`src/rtl/msif_pkg.sv`:
```
package msif_pkg;
    localparam int FLD_W     = 11;
    localparam int ID_SHIFT  = 16;
    localparam int PAGE_B    = 4096;

    localparam logic [7:0] SEL_DELIV  = 8'h00;
    localparam logic [7:0] SEL_THRESH = 8'h01;
    localparam logic [7:0] SEL_TOP    = 8'h02;
    localparam logic [1:0] GRP_PEND   = 2'b01;
    localparam logic [1:0] GRP_ENAB   = 2'b10;

    typedef struct packed {
        logic             deliv;
        logic [FLD_W-1:0] thresh;
    } ctrl_t;
endpackage

```
`src/rtl/msif_bank.sv`:
```
module msif_bank #(
    parameter int NUM_IDS = 64,
    localparam int ID_W    = $clog2(NUM_IDS),
    localparam int NWORDS  = NUM_IDS / 32
) (
    input  logic               clk,
    input  logic               rst,
    input  logic               word_we,
    input  logic               word_is_pend,
    input  logic [5:0]         word_idx,
    input  logic [31:0]        word_data,
    input  logic               clr_en,
    input  logic [ID_W-1:0]    clr_id,
    input  logic               set_en,
    input  logic [ID_W-1:0]    set_id,
    output logic [NUM_IDS-1:0] pend,
    output logic [NUM_IDS-1:0] enab
);
    typedef struct packed {
        logic [NUM_IDS-1:0] pend;
        logic [NUM_IDS-1:0] enab;
    } bank_t;

    bank_t s_d, s_q;

    always_comb begin
        s_d = s_q;
        if (word_we) begin
            for (int w = 0; w < NWORDS; w++) begin
                if (int'(word_idx) == w) begin
                    if (word_is_pend) s_d.pend[w*32 +: 32] = word_data;
                    else              s_d.enab[w*32 +: 32] = word_data;
                end
            end
        end
        if (clr_en) s_d.pend[clr_id] = 1'b0;
        if (set_en) s_d.pend[set_id] = 1'b1;
        s_d.pend[0] = 1'b0;
        s_d.enab[0] = 1'b0;
    end

    always_ff @(posedge clk) begin
        if (rst) s_q <= '0;
        else     s_q <= s_d;
    end

    assign pend = s_q.pend;
    assign enab = s_q.enab;
endmodule

```
`src/rtl/msif_select.sv`:
```
module msif_select #(
    parameter int NUM_IDS = 64,
    localparam int ID_W   = $clog2(NUM_IDS)
) (
    input  logic [NUM_IDS-1:0]        pend,
    input  logic [NUM_IDS-1:0]        enab,
    input  logic [msif_pkg::FLD_W-1:0] thresh,
    output logic [ID_W-1:0]           top_id,
    output logic                      found
);
    logic [NUM_IDS-1:0] cand;
    int                 limit;

    for (genvar g = 0; g < NUM_IDS; g++) begin : g_cand
        assign cand[g] = pend[g] & enab[g];
    end

    always_comb begin
        limit  = (thresh != '0 && int'(thresh) <= NUM_IDS) ? int'(thresh) : NUM_IDS;
        top_id = '0;
        found  = 1'b0;
        for (int i = NUM_IDS - 1; i >= 1; i--) begin
            if (cand[i] && i < limit) begin
                top_id = ID_W'(i);
                found  = 1'b1;
            end
        end
    end
endmodule

```
`src/rtl/msif_top.sv`:
```
module msif_top #(
    parameter int NUM_IDS = 64,
    parameter int MSG_AW  = 16
) (
    input  logic              clk,
    input  logic              rst,
    input  logic              msg_we,
    input  logic [MSG_AW-1:0] msg_addr,
    input  logic [31:0]       msg_wdata,
    input  logic              reg_we,
    input  logic [7:0]        reg_sel,
    input  logic [31:0]       reg_wdata,
    output logic [31:0]       reg_rdata,
    output logic              irq_o
);
    import msif_pkg::*;

    localparam int ID_W   = $clog2(NUM_IDS);
    localparam int NWORDS = NUM_IDS / 32;

    ctrl_t              ctrl_d, ctrl_q;
    logic [NUM_IDS-1:0] pend, enab;
    logic [ID_W-1:0]    top_id;
    logic               found;
    logic               msg_ok;
    logic [ID_W-1:0]    msg_id;
    logic               claim;
    logic               word_sel, word_is_pend, word_we;
    logic [5:0]         word_idx;
    logic [31:0]        word_rd;

    assign msg_ok = msg_we && (msg_addr == '0) && (msg_wdata != '0)
                    && (msg_wdata < 32'(NUM_IDS));
    assign msg_id = msg_wdata[ID_W-1:0];

    assign word_idx     = reg_sel[5:0];
    assign word_is_pend = (reg_sel[7:6] == GRP_PEND);
    assign word_sel     = (word_is_pend || reg_sel[7:6] == GRP_ENAB)
                          && (int'(word_idx) < NWORDS);
    assign word_we      = reg_we && word_sel;
    assign claim        = reg_we && (reg_sel == SEL_TOP) && found;

    msif_bank #(.NUM_IDS(NUM_IDS)) u_bank (
        .clk(clk), .rst(rst),
        .word_we(word_we), .word_is_pend(word_is_pend),
        .word_idx(word_idx), .word_data(reg_wdata),
        .clr_en(claim), .clr_id(top_id),
        .set_en(msg_ok), .set_id(msg_id),
        .pend(pend), .enab(enab)
    );

    msif_select #(.NUM_IDS(NUM_IDS)) u_sel (
        .pend(pend), .enab(enab), .thresh(ctrl_q.thresh),
        .top_id(top_id), .found(found)
    );

    always_comb begin
        ctrl_d = ctrl_q;
        if (reg_we && reg_sel == SEL_DELIV)  ctrl_d.deliv  = reg_wdata[0];
        if (reg_we && reg_sel == SEL_THRESH) ctrl_d.thresh = reg_wdata[FLD_W-1:0];
    end

    always_ff @(posedge clk) begin
        if (rst) ctrl_q <= '0;
        else     ctrl_q <= ctrl_d;
    end

    always_comb begin
        word_rd = '0;
        for (int w = 0; w < NWORDS; w++) begin
            if (int'(word_idx) == w)
                word_rd = word_is_pend ? pend[w*32 +: 32] : enab[w*32 +: 32];
        end
    end

    always_comb begin
        reg_rdata = '0;
        if (reg_sel == SEL_DELIV)
            reg_rdata = {31'b0, ctrl_q.deliv};
        else if (reg_sel == SEL_THRESH)
            reg_rdata = {{(32-FLD_W){1'b0}}, ctrl_q.thresh};
        else if (reg_sel == SEL_TOP && found)
            reg_rdata = {5'b0, FLD_W'(top_id), 5'b0, FLD_W'(top_id)};
        else if (word_sel)
            reg_rdata = word_rd;
    end

    assign irq_o = ctrl_q.deliv && found;
endmodule

```
`config.mk`:
```
export PLATFORM = sky130hd
export DESIGN_NAME = msif_top
export DESIGN_NICKNAME = d
export VERILOG_FILES = /design/src/rtl/msif_pkg.sv /design/src/rtl/msif_bank.sv /design/src/rtl/msif_select.sv /design/src/rtl/msif_top.sv
export SDC_FILE = /design/constraint.sdc
export NUM_CORES = 1
export LEC_CHECK = 0
export BUFFER_PORTS_ARGS = -buffer_cell sky130_fd_sc_hd__buf_2
export CELL_PAD_IN_SITES_DETAIL_PLACEMENT = 2
export CELL_PAD_IN_SITES_GLOBAL_PLACEMENT = 2
export CORE_MARGIN = 3
export CORE_UTILIZATION = 32
export DETAILED_ROUTE_END_ITERATION = 12
export PLACE_DENSITY_LB_ADDON = 0.1
export SLEW_MARGIN = 20
export SYNTH_ARGS = -nofsm -noshare
export SYNTH_HDL_FRONTEND = slang
export SYNTH_HIERARCHICAL = 1
export SYNTH_SLANG_ARGS = --single-unit
```
`constraint.sdc`:
```
create_clock -name clk -period 4.2 [get_ports clk]
set_clock_uncertainty 0.15 [all_clocks]
set_input_delay 0.84 -clock clk [delete_from_list [all_inputs] [get_ports clk]]
set_output_delay 0.84 -clock clk [all_outputs]
set_load 0.05 [all_outputs]
```
==> results of run 1 <==
-- metal layers --
metal / part of all wire (%) / track usage, % / wire (um)
met5: 0 / 0 / 0
met4: 6.2 / 17.2 / 4610
met3: 10 / 12.0 / 7720
met2: 45 / 60.7 / 33600
met1: 39 / 49.3 / 29000
-- power breakdown --
part           switching, uW  leakage (uW)  internal (uW)
Combinational            196       0.00425           93.2
Sequential             0.356       0.00111           1310
Clock                    738      0.000296           1000
Total                    935       0.00566           2400
-- cell usage after synthesis (8+ instances only) --
| cell | number | area (sq um) |
|---|---|---|
| o32ai_1 | 64 | 561 |
| a21o_1 | 36 | 270 |
| mux4_2 | 27 | 608 |
| nand3_1 | 91 | 455 |
| o31ai_1 | 12 | 90.1 |
| nor3_2 | 8 | 80.1 |
| nor2_1 | 21 | 78.8 |
| inv_1 | 11 | 41.3 |
| mux2_2 | 10 | 113 |
| nor4_1 | 13 | 81.3 |
| nand4b_1 | 8 | 70.1 |
| o21ai_1 | 13 | 65.1 |
| o21ai_0 | 98 | 490 |
| a21oi_1 | 172 | 861 |
| and2_1 | 22 | 138 |
| o211ai_1 | 26 | 195 |
| buf_6 | 9 | 101 |
| buf_2 | 21 | 105 |
| nor3_1 | 77 | 385 |
| a22o_1 | 9 | 78.8 |
| a31oi_1 | 9 | 56.3 |
| nand2_1 | 68 | 255 |
| a22oi_1 | 14 | 105 |
| dfxtp_1 | 138 | 2760 |
| clkbuf_1 | 84 | 315 |
| o22ai_1 | 13 | 81.3 |
| nand4_1 | 24 | 150 |
| nor2b_1 | 15 | 93.8 |
-- how the worst max path moves through the flow --
stage                   start            end  slack (ps)  cells past startpoint
floorplan           ctrl_q[6]   reg_rdata[1]        -100                     11
global placement    ctrl_q[2]  reg_rdata[19]        -300                     15
detailed placement  ctrl_q[8]  reg_rdata[17]        -400                     14
CTS                 ctrl_q[9]   reg_rdata[4]        -530                     16
global route        ctrl_q[8]   reg_rdata[2]       -1170                     19
finish              ctrl_q[8]   reg_rdata[2]       -1170                     19
-- cells in the final DEF, fill, tap and decap left out, types with 20 or more instances in the layout --
cell | synthesis | layout
o32ai_2 | 0 | 21
nor3_1 | 77 | 69
a21o_1 | 36 | 36
o32ai_1 | 64 | 43
buf_12 | 0 | 22
buf_6 | 9 | 47
nand4_1 | 24 | 24
buf_2 | 21 | 110
nand3_1 | 91 | 80
dfxtp_1 | 138 | 130
nand2_1 | 68 | 67
mux4_2 | 27 | 27
buf_4 | 5 | 237
and2_1 | 22 | 20
o211ai_1 | 26 | 26
o21ai_0 | 98 | 80
a21oi_1 | 172 | 159
-- sequential cells by signal, summed over array words and instances, names as in the netlist --
name / flops
u_bank/pend: 63
ctrl_q: 12
u_bank/enab: 63
-- per-stage QoR --
stage / hold slack, ps / area (sq um)
2_1_floorplan: 302 / 10200
3_3_place_gp: 329 / 12700
3_5_place_dp: 340 / 12700
4_1_cts: 349 / 14300
5_1_grt: 381 / 15400
6_report: 353 / 15400
-- kinds of logic after synthesis --
group | after synthesis
AOI/OAI and AO/OA | 544
and+or+nand+nor | 421
adders and majority gates | 2
other | 1
DFF | 138
muxes | 37
buffers and inverters | 136
-- layout make-up --
cell class	instances	area, sq um
fillers	3308	15500
multi-input cells	1006	7960
flip-flops and latches	138	2770
repair buffers	426	3470
inverters	11	41.3
well taps	396	495
clock buffers	19	433
clock inverters	13	190
-- worst register-to-register path, delay by kind of cell, from the launching register on --
family / cells / cell delay (ps)
AOI/OAI and AO/OA: 7 / 1710
buffers and inverters: 13 / 1690
and+or+nand+nor: 4 / 850
DFF: 1 / 340
-- what timing repair did --
action | CTS | global route
setup endpoints to repair | 64 | 76
pin swaps | 55 | 97
cloned | 2 | 1
resized for setup | 152 | 156
buffers inserted | 30 | 51
endpoints found under the hold margin | 0 | 0
==> impl_metrics.ini, run 1 <==
[status]
status = finished with violations
failed_checks = negative setup slack

[timing]
setup_viol = 76
max_slew_margin_pct = 5.78
max_freq_mhz = 186
hold_viol_final = 0
tightest_slew_ps = 1410
rsz0062_at_grt = true
fin_crit_sh_pct = 128
setup_tns_ps = -49300
fin_crit_ps = 5370
drv_slew = 0
setup_ws_ps = -1170

[finish]
nets = 1694
syn_to_final_growth_pct = 51.7
fin_util_pct = 49.7
diodes = 0
drive_gt1_share_pct = 43.1
finalNonFillerCells = 2009

[setup_path]
path_cells = buf_6 -> nor4_4 -> buf_6 -> buf_12 -> buf_12 -> nand3_4 -> buf_4 -> a21oi_1 -> buf_4 -> a31oi_1 -> buf_4 -> nor2b_1 -> o41a_1 -> o311ai_2 -> buf_4 -> a31oi_4 -> a22oi_2 -> o22ai_4 -> buf_6
crit_type = flip-flop to output port
slowest_stage = nor2b_1
reg2regPathDepth = 24
path_delay_family = buffers and inverters
crit_buf_inv = 9
end_kind = output port
cp-start-kind = flip-flop
cpMostUsedCell = buf_4
r2r_slack_ps = -690
critical_path.max_fanout = 4
crit_required_ps = 3210
r2r_end = u_bank/pend[6]
arrival_ps = 4380
critical_path.max_stage_delay_ps = 470
crit-reg2reg-launch = ctrl_q[8]

[synth]
async_flop_share_pct = 0
synth_fa_ha_area_share_pct = 0.247
synth_enable_flop_cells = 0
syn_inst = 1279
synth_compound_area_share_pct = 35.4
synth_mux_area_share_pct = 7.12
ys_ff_latch = 138
yosysWarningCount = 6
synth-simple-area-share_pct = 23.8
ys_seq_area_share_pct = 27.3
ys.flop_type = dfxtp_1
synth_xor_area_share_pct = 0
avgSynthCellArea_sq_um = 7.92
synth_top_family_by_area = compound AO/OA/AOI/OAI gates
syn_area_sq_um = 10100
ys_types = 86

[drt]
detail_route.vias_per_cell = 7.09
first_pass_iters = 8
drtIter0Drc = 1714
drt-total-wl_um = 74900
drc_errors = 0
dr_total_vias = 14235
detail_route.wl_per_cell_um = 37.3
ant_nets = 0

[cts]
clockBufferDepth = 2
clkSinkCount = 138
clk_pin_slew_ps = 70
ctsHtreeMaxLevel = 4
insertion_delay_ps = 470
cts_inserted_buffers = 17
cts_tree = done
cts-root-buf = clkbuf_16
hold_buffers = 0

[floorplanning]
core_area_sq_um = 30900
die_w_um = 184
die_y_um = 184
die-area_sq_um = 33800
start_util_pct = 32.8
rows = 64
io-pin-count = 125

[power]
power_uw = 3340
leakagePower_uw = 0.00566
ir_worst_vdd_mv = 0.282
p_per_area_nw_per_um2 = 217

[min_path]
hp-class = flip-flop to flip-flop
hp-start = u_bank/enab[32]
holdPathEnd = u_bank/enab[32]
holdPathStages = 2

[global_route]
grt_max_degree = 127
grt_remaining_overflow = 0
grt_pass1_vias = 14258
grt.total_usage_pct = 38.8
antenna_found_initial = 2
grt_pass1_wl_um = 96500

[run]
maxCapViolations = 0

[place]
hpwl_um = 46400
place.gp.congestion = 0.958
dp_slack_ps = -401
dp.cells = 1906
port_buffers = 124
Power figures use the tool's default switching activity.
==> run 2: changes to the inputs <==
--- a/config.mk
+++ b/config.mk
@@ -17,3 +17,4 @@
 export SYNTH_HDL_FRONTEND = slang
 export SYNTH_HIERARCHICAL = 1
 export SYNTH_SLANG_ARGS = --single-unit
+export TNS_END_PERCENT = 10
==> run 2 against run 1 <==
  * The run still ends with negative setup slack left
  * Utilization shrank 2.6 points
  * Non-clock buffer count shrank 10
  * Die area is the same
  * Critical path depth is the same
  * First-iteration DRC count shrank 9.1%
  * Routed wire length shrank 11%
  * Final cell count shrank 0.65%
  * Register-to-register slack gained 390 ps
  * Sequential cell count is the same
  * Count of clock-buffer cells in the layout is the same
  * Via count shrank 4.5%
  * Combinational power shrank 8.6%
  * Largest cell class unchanged
  * Largest power group unchanged
==> impl_metrics.ini, run 2 (synthesized netlist as in run 1, its figures left out) <==
[finish]
syn_to_final_growth_pct = 43.7
nFillCells = 3441
layout_common_cells = buf_4 (261), a21oi_1 (162), dfxtp_1 (135)
diodes = 0
final_common_cell = buf_4
nets = 1684
drive_gt1_share_pct = 40.3

[timing]
max_freq_mhz = 203
setup_viol = 75
max_slew_margin_pct = 38.4
fin_crit_sh_pct = 117
tightest_slew_ps = 922
drv_slew = 0
hold_viol_final = 0
whs_ps = 354
setup_ws_ps = -727
fin_crit_ps = 4930
rsz0062_at_grt = true

[cts]
clkSinkCount = 138
cts_inserted_buffers = 17
clockBufferDepth = 2
ctsHtreeMaxLevel = 4
cts-root-buf = clkbuf_16
cts_tree = done
clk_pin_slew_ps = 60
insertion_delay_ps = 450

[status]
failed_checks = negative setup slack
status = finished with violations

[min_path]
hp-start = u_bank/enab[55]
hp-class = flip-flop to flip-flop
holdPathStages = 2
holdPathEnd = u_bank/enab[55]

[setup_path]
critical_path.max_fanout = 7
r2r_slack_ps = -300
path_delay_family = buffers and inverters
critical_path.max_stage_delay_ps = 330
crit_buf_inv = 10
crit_required_ps = 3210
slowest_stage = dfxtp_2
crit_type = flip-flop to output port
cp-start-kind = flip-flop
crit-reg2reg-launch = ctrl_q[10]
path_cells = buf_6 -> nor4_4 -> buf_6 -> buf_12 -> nand3_4 -> buf_12 -> o211ai_1 -> buf_4 -> buf_6 -> a21oi_1 -> a21oi_1 -> buf_4 -> a2111oi_4 -> nor4_1 -> buf_4 -> o21ai_2 -> buf_4 -> a22o_1 -> buf_6
r2r_end = u_bank/pend[5]
reg2regPathDepth = 22
end_kind = output port
arrival_ps = 3940

[drt]
detail_route.vias_per_cell = 6.81
ant_nets = 0
drt-total-wl_um = 66700
first_pass_iters = 7
drc_errors = 0
detail_route.wl_per_cell_um = 33.4
dr_total_vias = 13592
drtIter0Drc = 1558

[global_route]
grt_max_degree = 106
grt_remaining_overflow = 0
antenna_found_initial = 5
grt.total_usage_pct = 36.8
grt_pass1_vias = 13718
grt_pass1_wl_um = 92400

[power]
power_uw = 2980
p_per_area_nw_per_um2 = 205
ir_worst_vdd_mv = 0.189
leakagePower_uw = 0.00539

[floorplanning]
die-area_sq_um = 33800
io-pin-count = 125
die_y_um = 184
core_area_sq_um = 30900
start_util_pct = 32.8
die_w_um = 184
rows = 64

[place]
place.gp.congestion = 1.04
port_buffers = 124
hpwl_um = 45200

[run]
maxCapViolations = 0
## run 2: changes by cell type in the layout (fill, tap and decap cells not counted), sizes merged
cell / delta
inv: -3
clkinvlp: +1
bufinv: -4
buf: -10
clkinv: +3
clkbuf: -1
bufbuf: +1
## run 2: worst max-delay path by stage
stage | slack, ps | cells past startpoint | from | to
floorplan | -240 | 14 | ctrl_q[2] | reg_rdata[3]
CTS | -550 | 13 | ctrl_q[7] | reg_rdata[2]
global placement | -300 | 14 | ctrl_q[7] | reg_rdata[17]
global route | -830 | 19 | ctrl_q[10] | reg_rdata[17]
finish | -730 | 19 | ctrl_q[10] | reg_rdata[17]
detailed placement | -440 | 12 | ctrl_q[7] | reg_rdata[17]
## run 2: cell type report
cell class,count,area [sq um],area share (%)
flip-flops and latches,138,2770,19.0
multi-input cells,1006,7560,52.0
clock inverters,10,75.1,0.516
repair buffers,416,3170,21.8
clock buffers,19,443,3.04
inverters,11,41.3,0.284
well taps,396,495,3.40
## run 2: where the power goes
group	internal [uW]	switching [uW]
Clock	761	649
Sequential	1310	0.329
Combinational	87.4	177
Total	2160	826
## run 2: what timing repair did
item,in CTS,in global routing
gates resized for setup,129,85
setup endpoints to repair,76,76
cloned,3,0
hold buffers,0,0
pin swaps,45,52
setup buffers,30,18
## run 2: worst reg2reg max path: stages, from the launching register on
cell	delay, ps
dfxtp_2	330
buf_6	120
nor4_4	300
buf_6	220
buf_12	160
nand3_4	110
buf_12	160
o211ai_1	190
buf_4	190
buf_6	110
a21oi_1	70
a21oi_1	160
buf_4	170
a2111oi_4	70
nor4_1	330
buf_4	180
o21ai_2	70
buf_4	160
buf_4	190
nand4b_1	240
buf_4	210
o41ai_1	350
o32ai_1	130
## run 2: stage by stage
stage | setup slack (ps) | area [sq um] | TNS (ps) | instances | utilization (%)
2_1_floorplan | -241 | 10200 | -1440 | 1280 | -
3_3_place_gp | -296 | 12700 | -6000 | 1916 | 41.0
3_5_place_dp | -440 | 12700 | -15740 | 1916 | 41.0
4_1_cts | -554 | 14000 | -6570 | 1978 | 45.3
5_1_grt | -825 | 14600 | -21520 | 1996 | 47.1
6_report | -727 | 14600 | -13060 | 1996 | 47.1
## run 2: metal layers
layer / vias to the layer above / wire, um / track usage, % / share of wire [%]
met5: - / 26 / 0 / 0.039
met4: 4 / 2850 / 14.3 / 4.3
met3: 186 / 6160 / 9.70 / 9.2
met2: 729 / 30300 / 57.7 / 45
met1: 6988 / 27400 / 48.4 / 41
li1: 5685 / - / - / -
